$ cat src/rtl/ddr_sio_pkg.sv
`timescale 1ns/1ps
package ddr_sio_pkg;
  localparam int unsigned DEF_AW     = 4;
  localparam int unsigned DEF_LANES  = 2;
  localparam int unsigned DEF_LANE_W = 9;

  typedef enum logic {
    DIR_WR = 1'b0,
    DIR_RD = 1'b1
  } dir_e;
endpackage

$ cat src/rtl/ddr_sio_cmd.sv
`timescale 1ns/1ps
module ddr_sio_cmd
  import ddr_sio_pkg::*;
#(
  parameter int unsigned AW     = DEF_AW,
  parameter int unsigned LANES  = DEF_LANES,
  parameter int unsigned LANE_W = DEF_LANE_W
) (
  input  logic                    clk_i,
  input  logic                    rst_ni,
  input  logic                    ld_ni,
  input  logic                    rw_i,
  input  logic [AW-1:0]           addr_i,
  input  logic [LANES*LANE_W-1:0] d_i,
  input  logic [LANES-1:0]        bw_ni,
  output logic                    s1_v_o,
  output logic                    s1_rd_o,
  output logic [AW-1:0]           s1_addr_o,
  output logic                    w_v_o,
  output logic [AW-1:0]           w_addr_o,
  output logic [LANES*LANE_W-1:0] w_d0_o,
  output logic [LANES*LANE_W-1:0] w_d1_o,
  output logic [LANES-1:0]        w_m0_o,
  output logic [LANES-1:0]        w_m1_o
);
  localparam int unsigned W = LANES * LANE_W;

  dir_e    s1_dir;
  logic    s1_wr;

  assign s1_wr   = s1_v_o && (s1_dir == DIR_WR);
  assign s1_rd_o = (s1_dir == DIR_RD);

  // address/command stage, then beat 0 of a write one cycle later
  always_ff @(posedge clk_i or negedge rst_ni) begin
    if (!rst_ni) begin
      s1_v_o    <= 1'b0;
      s1_dir    <= DIR_WR;
      s1_addr_o <= '0;
      w_v_o     <= 1'b0;
      w_addr_o  <= '0;
      w_d0_o    <= '0;
      w_m0_o    <= '1;
    end else begin
      s1_v_o    <= !ld_ni;
      s1_dir    <= dir_e'(rw_i);
      s1_addr_o <= addr_i;
      w_v_o     <= s1_wr;
      if (s1_wr) begin
        w_addr_o <= s1_addr_o;
        w_d0_o   <= d_i;
        w_m0_o   <= bw_ni;
      end
    end
  end

  // beat 1 of a write on the falling edge
  always_ff @(negedge clk_i or negedge rst_ni) begin
    if (!rst_ni) begin
      w_d1_o <= {W{1'b0}};
      w_m1_o <= '1;
    end else if (w_v_o) begin
      w_d1_o <= d_i;
      w_m1_o <= bw_ni;
    end
  end

  p_wr_capture_r3: assert property (@(posedge clk_i) disable iff (!rst_ni)
    s1_wr |=> (w_v_o && (w_addr_o == $past(s1_addr_o))));
endmodule

$ cat src/rtl/ddr_sio_array.sv
`timescale 1ns/1ps
module ddr_sio_array
  import ddr_sio_pkg::*;
#(
  parameter int unsigned AW     = DEF_AW,
  parameter int unsigned LANES  = DEF_LANES,
  parameter int unsigned LANE_W = DEF_LANE_W
) (
  input  logic                    clk_i,
  input  logic                    rst_ni,
  input  logic                    s1_v_i,
  input  logic                    s1_rd_i,
  input  logic [AW-1:0]           s1_addr_i,
  input  logic                    w_v_i,
  input  logic [AW-1:0]           w_addr_i,
  input  logic [LANES*LANE_W-1:0] w_d0_i,
  input  logic [LANES*LANE_W-1:0] w_d1_i,
  input  logic [LANES-1:0]        w_m0_i,
  input  logic [LANES-1:0]        w_m1_i,
  output logic                    f_v_o,
  output logic [LANES*LANE_W-1:0] f0_o,
  output logic [LANES*LANE_W-1:0] f1_o
);
  localparam int unsigned DEPTH = 1 << AW;

  logic fwd;

  // pending write commits on the same edge the read is fetched
  assign fwd   = w_v_i && (w_addr_i == s1_addr_i);
  assign f_v_o = s1_v_i && s1_rd_i;

  for (genvar l = 0; l < LANES; l++) begin : g_lane
    localparam int unsigned LO = l * LANE_W;
    logic [LANE_W-1:0] m0 [DEPTH];
    logic [LANE_W-1:0] m1 [DEPTH];

    always_ff @(posedge clk_i or negedge rst_ni) begin
      if (!rst_ni) begin
        for (int i = 0; i < DEPTH; i++) begin
          m0[i] <= '0;
          m1[i] <= '0;
        end
      end else if (w_v_i) begin
        if (!w_m0_i[l]) m0[w_addr_i] <= w_d0_i[LO +: LANE_W];
        if (!w_m1_i[l]) m1[w_addr_i] <= w_d1_i[LO +: LANE_W];
      end
    end

    assign f0_o[LO +: LANE_W] = (fwd && !w_m0_i[l]) ? w_d0_i[LO +: LANE_W] : m0[s1_addr_i];
    assign f1_o[LO +: LANE_W] = (fwd && !w_m1_i[l]) ? w_d1_i[LO +: LANE_W] : m1[s1_addr_i];
  end
endmodule

$ cat src/rtl/ddr_sio_out.sv
`timescale 1ns/1ps
module ddr_sio_out
  import ddr_sio_pkg::*;
#(
  parameter int unsigned LANES  = DEF_LANES,
  parameter int unsigned LANE_W = DEF_LANE_W
) (
  input  logic                    clk_i,
  input  logic                    rst_ni,
  input  logic                    dll_off_i,
  input  logic                    f_v_i,
  input  logic [LANES*LANE_W-1:0] f0_i,
  input  logic [LANES*LANE_W-1:0] f1_i,
  output logic [LANES*LANE_W-1:0] q_o,
  output logic                    q_oe_o,
  output logic                    q_start_o
);
  localparam int unsigned W = LANES * LANE_W;

  logic         h_v;
  logic [W-1:0] h0, h1;
  logic         p_v, p_first, n_v, n_first;
  logic [W-1:0] p_d, n_d;

  // rising-edge half: hold the fetched pair and drive the rise beat
  always_ff @(posedge clk_i or negedge rst_ni) begin
    if (!rst_ni) begin
      h_v     <= 1'b0;
      h0      <= '0;
      h1      <= '0;
      p_v     <= 1'b0;
      p_first <= 1'b0;
      p_d     <= '0;
    end else begin
      h_v <= f_v_i;
      h0  <= f0_i;
      h1  <= f1_i;
      if (dll_off_i) begin
        p_v     <= f_v_i;
        p_first <= f_v_i;
        p_d     <= f_v_i ? f0_i : '0;
      end else begin
        p_v     <= h_v;
        p_first <= 1'b0;
        p_d     <= h_v ? h1 : '0;
      end
    end
  end

  // falling-edge half
  always_ff @(negedge clk_i or negedge rst_ni) begin
    if (!rst_ni) begin
      n_v     <= 1'b0;
      n_first <= 1'b0;
      n_d     <= '0;
    end else begin
      n_v     <= h_v;
      n_first <= h_v && !dll_off_i;
      n_d     <= h_v ? (dll_off_i ? h1 : h0) : '0;
    end
  end

  assign q_o       = clk_i ? p_d     : n_d;
  assign q_oe_o    = clk_i ? p_v     : n_v;
  assign q_start_o = clk_i ? p_first : n_first;

  p_dll_on_beat1_r5: assert property (@(posedge clk_i) disable iff (!rst_ni)
    (!dll_off_i && f_v_i) |=> (!p_first && (h_v == 1'b1)));
  p_dll_off_beat0_r6: assert property (@(posedge clk_i) disable iff (!rst_ni)
    (dll_off_i && f_v_i) |=> (p_v && p_first && (p_d == $past(f0_i))));
  p_idle_zero_r8: assert property (@(posedge clk_i) disable iff (!rst_ni)
    !q_oe_o |-> (q_o == '0));
  p_start_in_burst_r9: assert property (@(negedge clk_i) disable iff (!rst_ni)
    q_start_o |-> q_oe_o);
endmodule

$ cat src/rtl/ddr_sio_sram.sv
`timescale 1ns/1ps
module ddr_sio_sram
  import ddr_sio_pkg::*;
#(
  parameter int unsigned AW     = DEF_AW,
  parameter int unsigned LANES  = DEF_LANES,
  parameter int unsigned LANE_W = DEF_LANE_W
) (
  input  logic                    clk_i,
  input  logic                    rst_ni,
  input  logic                    dll_off_i,
  input  logic                    ld_ni,
  input  logic                    rw_i,
  input  logic [AW-1:0]           addr_i,
  input  logic [LANES*LANE_W-1:0] d_i,
  input  logic [LANES-1:0]        bw_ni,
  output logic [LANES*LANE_W-1:0] q_o,
  output logic                    q_oe_o,
  output logic                    q_start_o
);
  localparam int unsigned W = LANES * LANE_W;

  logic          s1_v, s1_rd, w_v, f_v;
  logic [AW-1:0] s1_addr, w_addr;
  logic [W-1:0]  w_d0, w_d1, f0, f1;
  logic [LANES-1:0] w_m0, w_m1;

  ddr_sio_cmd #(.AW(AW), .LANES(LANES), .LANE_W(LANE_W)) u_cmd (
    .clk_i, .rst_ni, .ld_ni, .rw_i, .addr_i, .d_i, .bw_ni,
    .s1_v_o(s1_v), .s1_rd_o(s1_rd), .s1_addr_o(s1_addr),
    .w_v_o(w_v), .w_addr_o(w_addr), .w_d0_o(w_d0), .w_d1_o(w_d1),
    .w_m0_o(w_m0), .w_m1_o(w_m1)
  );

  ddr_sio_array #(.AW(AW), .LANES(LANES), .LANE_W(LANE_W)) u_array (
    .clk_i, .rst_ni,
    .s1_v_i(s1_v), .s1_rd_i(s1_rd), .s1_addr_i(s1_addr),
    .w_v_i(w_v), .w_addr_i(w_addr), .w_d0_i(w_d0), .w_d1_i(w_d1),
    .w_m0_i(w_m0), .w_m1_i(w_m1),
    .f_v_o(f_v), .f0_o(f0), .f1_o(f1)
  );

  ddr_sio_out #(.LANES(LANES), .LANE_W(LANE_W)) u_out (
    .clk_i, .rst_ni, .dll_off_i,
    .f_v_i(f_v), .f0_i(f0), .f1_i(f1),
    .q_o, .q_oe_o, .q_start_o
  );
endmodule

$ cat config.mk
export PLATFORM = sky130hd
export DESIGN_NAME = ddr_sio_sram
export DESIGN_NICKNAME = d
export VERILOG_FILES = /design/src/rtl/ddr_sio_pkg.sv /design/src/rtl/ddr_sio_cmd.sv /design/src/rtl/ddr_sio_array.sv /design/src/rtl/ddr_sio_out.sv /design/src/rtl/ddr_sio_sram.sv
export SDC_FILE = /design/constraint.sdc
export NUM_CORES = 1
export LEC_CHECK = 0
export ABC_AREA = 0
export CORE_MARGIN = 8
export CORE_UTILIZATION = 50
export DETAILED_ROUTE_END_ITERATION = 12
export DONT_BUFFER_PORTS = 1
export PLACE_DENSITY = 0.68
export SLEW_MARGIN = 5
export SYNTH_ARGS = -nofsm -noshare
export SYNTH_HDL_FRONTEND = slang
export SYNTH_SLANG_ARGS = --single-unit
export TNS_END_PERCENT = 100
$ cat constraint.sdc
create_clock -name clk_i -period 2.2 [get_ports clk_i]
set_clock_uncertainty 0.1 [all_clocks]
set_input_delay 0.11 -clock clk_i [delete_from_list [all_inputs] [get_ports clk_i]]
set_output_delay 0.11 -clock clk_i [all_outputs]
set_load 0.05 [all_outputs]
==> impl_metrics.ini <==
[sta]
fin_worst_hold_slack_ns = -1.01
final_max_slew_viol_count = 612
final.setup.worst_slack_ns = -1.21
tns_ns = -257.78
rsz0062_at_grt = true
hold_viol_final = 662
tightest_slew_ns = 4.24
finalSetupViolCount = 747
slew_headroom_pct = -182

[global_route]
grt_remaining_overflow = 0
grt_antenna_before_repair = 6
grt_max_degree = 705
grt_pass1_vias = 20200
grt_pass1_wl_um = 127000
grt_usage_pct = 23.7

[drt]
drt_wl_total_um = 82300
ant_nets = 0
met2_length_um = 38300
wl_met1_um = 35200
vias_per_cell = 5.94
dr.max_layer_used = met5
met3_length_um = 6490
drc = 0
drt_pass1_iterations = 7
wire_per_inst_um = 26.5
vias = 18500
drtIter0Drc = 1301

[finish]
final_cell_mix = dfrtp_1, mux2_2, mux2_4
finalCoreUtilization_pct = 62.7
areaGrowthSynthToFinish_pct = 24.1
drive_gt1_share_pct = 52.9
layout_commonest_cell = dfrtp_1
nets = 2227
final_area_um2 = 38600

[synthesis]
synthFlopType = dfrtp_1
seq_area_frac_synth_pct = 56.6
synthTopCellsByArea = dfrtp_1, mux2_2, mux4_2
ys_ff_latch = 704
yosysTopAreaCellShare_pct = 53.2
syn-num-nets = 2020
synth_warnings = 0
synth_top_cell_by_area = dfrtp_1
syn_area_per_cell_um2 = 15.6
synth-async-reset-ratio_pct = 100
syn_inst = 1991
syn-cell-area_um2 = 31100
synth_edf_count = 0
yosysUniqueCellTypes = 44

[floorplan]
fp-row-count = 91
coreArea_um2 = 61600
die_area_um2 = 70500
ioPinCount = 49
dieWidth_um = 266
fp.dieH_um = 266
start_util_pct = 50.5

[place]
post_dp_cell_area_um2 = 34100
dpl.hpwl_um = 50400
portBuffers = 0
gp_congestion = 0.866

[pwr]
p_leak_nw = 17.8
vdd_drop_max_mv = 0.667
power_density_nw_per_um2 = 1060

[critical_path]
path_class = primary input to asynchronous set/reset pin
crit_required_ns = 1.00
path_max_fanout = 704
cp-start-kind = primary input
worstSetupEndpointType = asynchronous set/reset pin
cp.arrival_ns = 2.21

[clock_network]
insertion_delay_ns = 0.78
clk_pin_slew_ns = 0.06
postCtsHoldBufs = 42
cts_tree = yes

[outcome]
violations = hold timing, slew limit, setup timing
outcome = finished with violations

[hold_path]
hp-class = primary input to asynchronous set/reset pin

[run]
cap_viol_max_count = 0
==> synthesized netlist by cell type (21+ instances only) <==
cell	n
dfrtp_1	662
mux2_2	628
mux4_2	144
nand2_1	104
clkbuf_1	68
dfrtn_1	38
a22oi_1	34
mux2i_1	31
buf_2	27
nor2b_1	26
buf_1	24
mux2_1	21
==> kinds of logic after synthesis <==
kind of cell / count (synthesis) / share of synthesized area, %
simple gates: 201 / 3.40
compound gates: 116 / 2.90
flops: 704 / 56.6
xor+xnor: 4 / 0.113
mux: 824 / 34.9
buf+inv: 142 / 2.07
==> report_power, final <==
group	internal, W	switching (W)	total (W)
Sequential	0.0164	0.00207	0.0185
Combinational	0.00493	0.00263	0.00755
Clock	0.00879	0.00603	0.0148
Total	0.0301	0.0107	0.0409
==> state kept, by name (all words and copies together) (netlist names), 18 cells and up <==
register / flops
u_array.g_lane.m0: 288
u_out.h0: 18
u_cmd.w_d0_o: 18
u_out.p_d: 18
u_out.n_d: 18
u_out.h1: 18
u_array.g_lane.m1: 288
u_cmd.w_d1_o: 18
==> area by class of cell <==
type / count / area [um^2]
Tap cell: 837 / 1050
Antenna cell: 11 / 27.5
Sequential cell: 704 / 17600
Clock buffer: 125 / 2500
Inverter: 11 / 41.3
Multi-Input combinational cell: 1164 / 14200
Timing Repair Buffer: 232 / 2930
Clock inverter: 24 / 305
Fill cell: 4401 / 23000
==> repair_timing <==
action,CTS,global route
setup endpoints to repair,417,475
hold endpoints to repair,710,664
pin swaps,29,12
buffers inserted,17,2
gates resized for setup,90,53
cloned,21,7
==> metal layers <==
layer | GRT usage, % | vias to the layer above
li1 | - | 7855
met1 | 31.9 | 9959
met2 | 36.4 | 482
met3 | 7.74 | 164
met4 | 7.39 | 2
met5 | 0 | -
==> worst paths after layout <==
check	from	end	slack, ns	cells after the start
setup / recovery	rst_ni	u_cmd.w_d1_o[8]$_DFFE_NN0P_	-1.21	0
hold reg to reg	u_array.g_lane[1].m0[143]$_DFFE_PN0P_	u_array.g_lane[1].m0[143]$_DFFE_PN0P_	0.39	2
hold / removal	rst_ni	u_array.g_lane[0].m1[143]$_DFFE_PN0P_	-1.01	0
max in group clk_i	u_cmd.w_m1_o[1]$_DFFE_NN1P_	u_array.g_lane[1].m1[30]$_DFFE_PN0P_	-0.61	6
min in group clk_i	d_i[7]	u_cmd.w_d0_o[7]$_DFFE_PN0P_	0.02	2
setup reg to reg	u_cmd.w_m1_o[1]$_DFFE_NN1P_	u_array.g_lane[1].m1[30]$_DFFE_PN0P_	-0.61	6
==> stage by stage <==
stage | setup WS, ns | std cells | power (W)
floorplan | -0.372 | 1991 | 0.0240
global placement | -0.528 | 2863 | 0.0256
detailed placement | -0.551 | 2863 | 0.0261
CTS | -0.581 | 3089 | 0.0410
global route | -0.643 | 3099 | 0.0426
finish | -1.21 | 3108 | 0.0409
No activity file was read; power rests on OpenSTA's default activity.
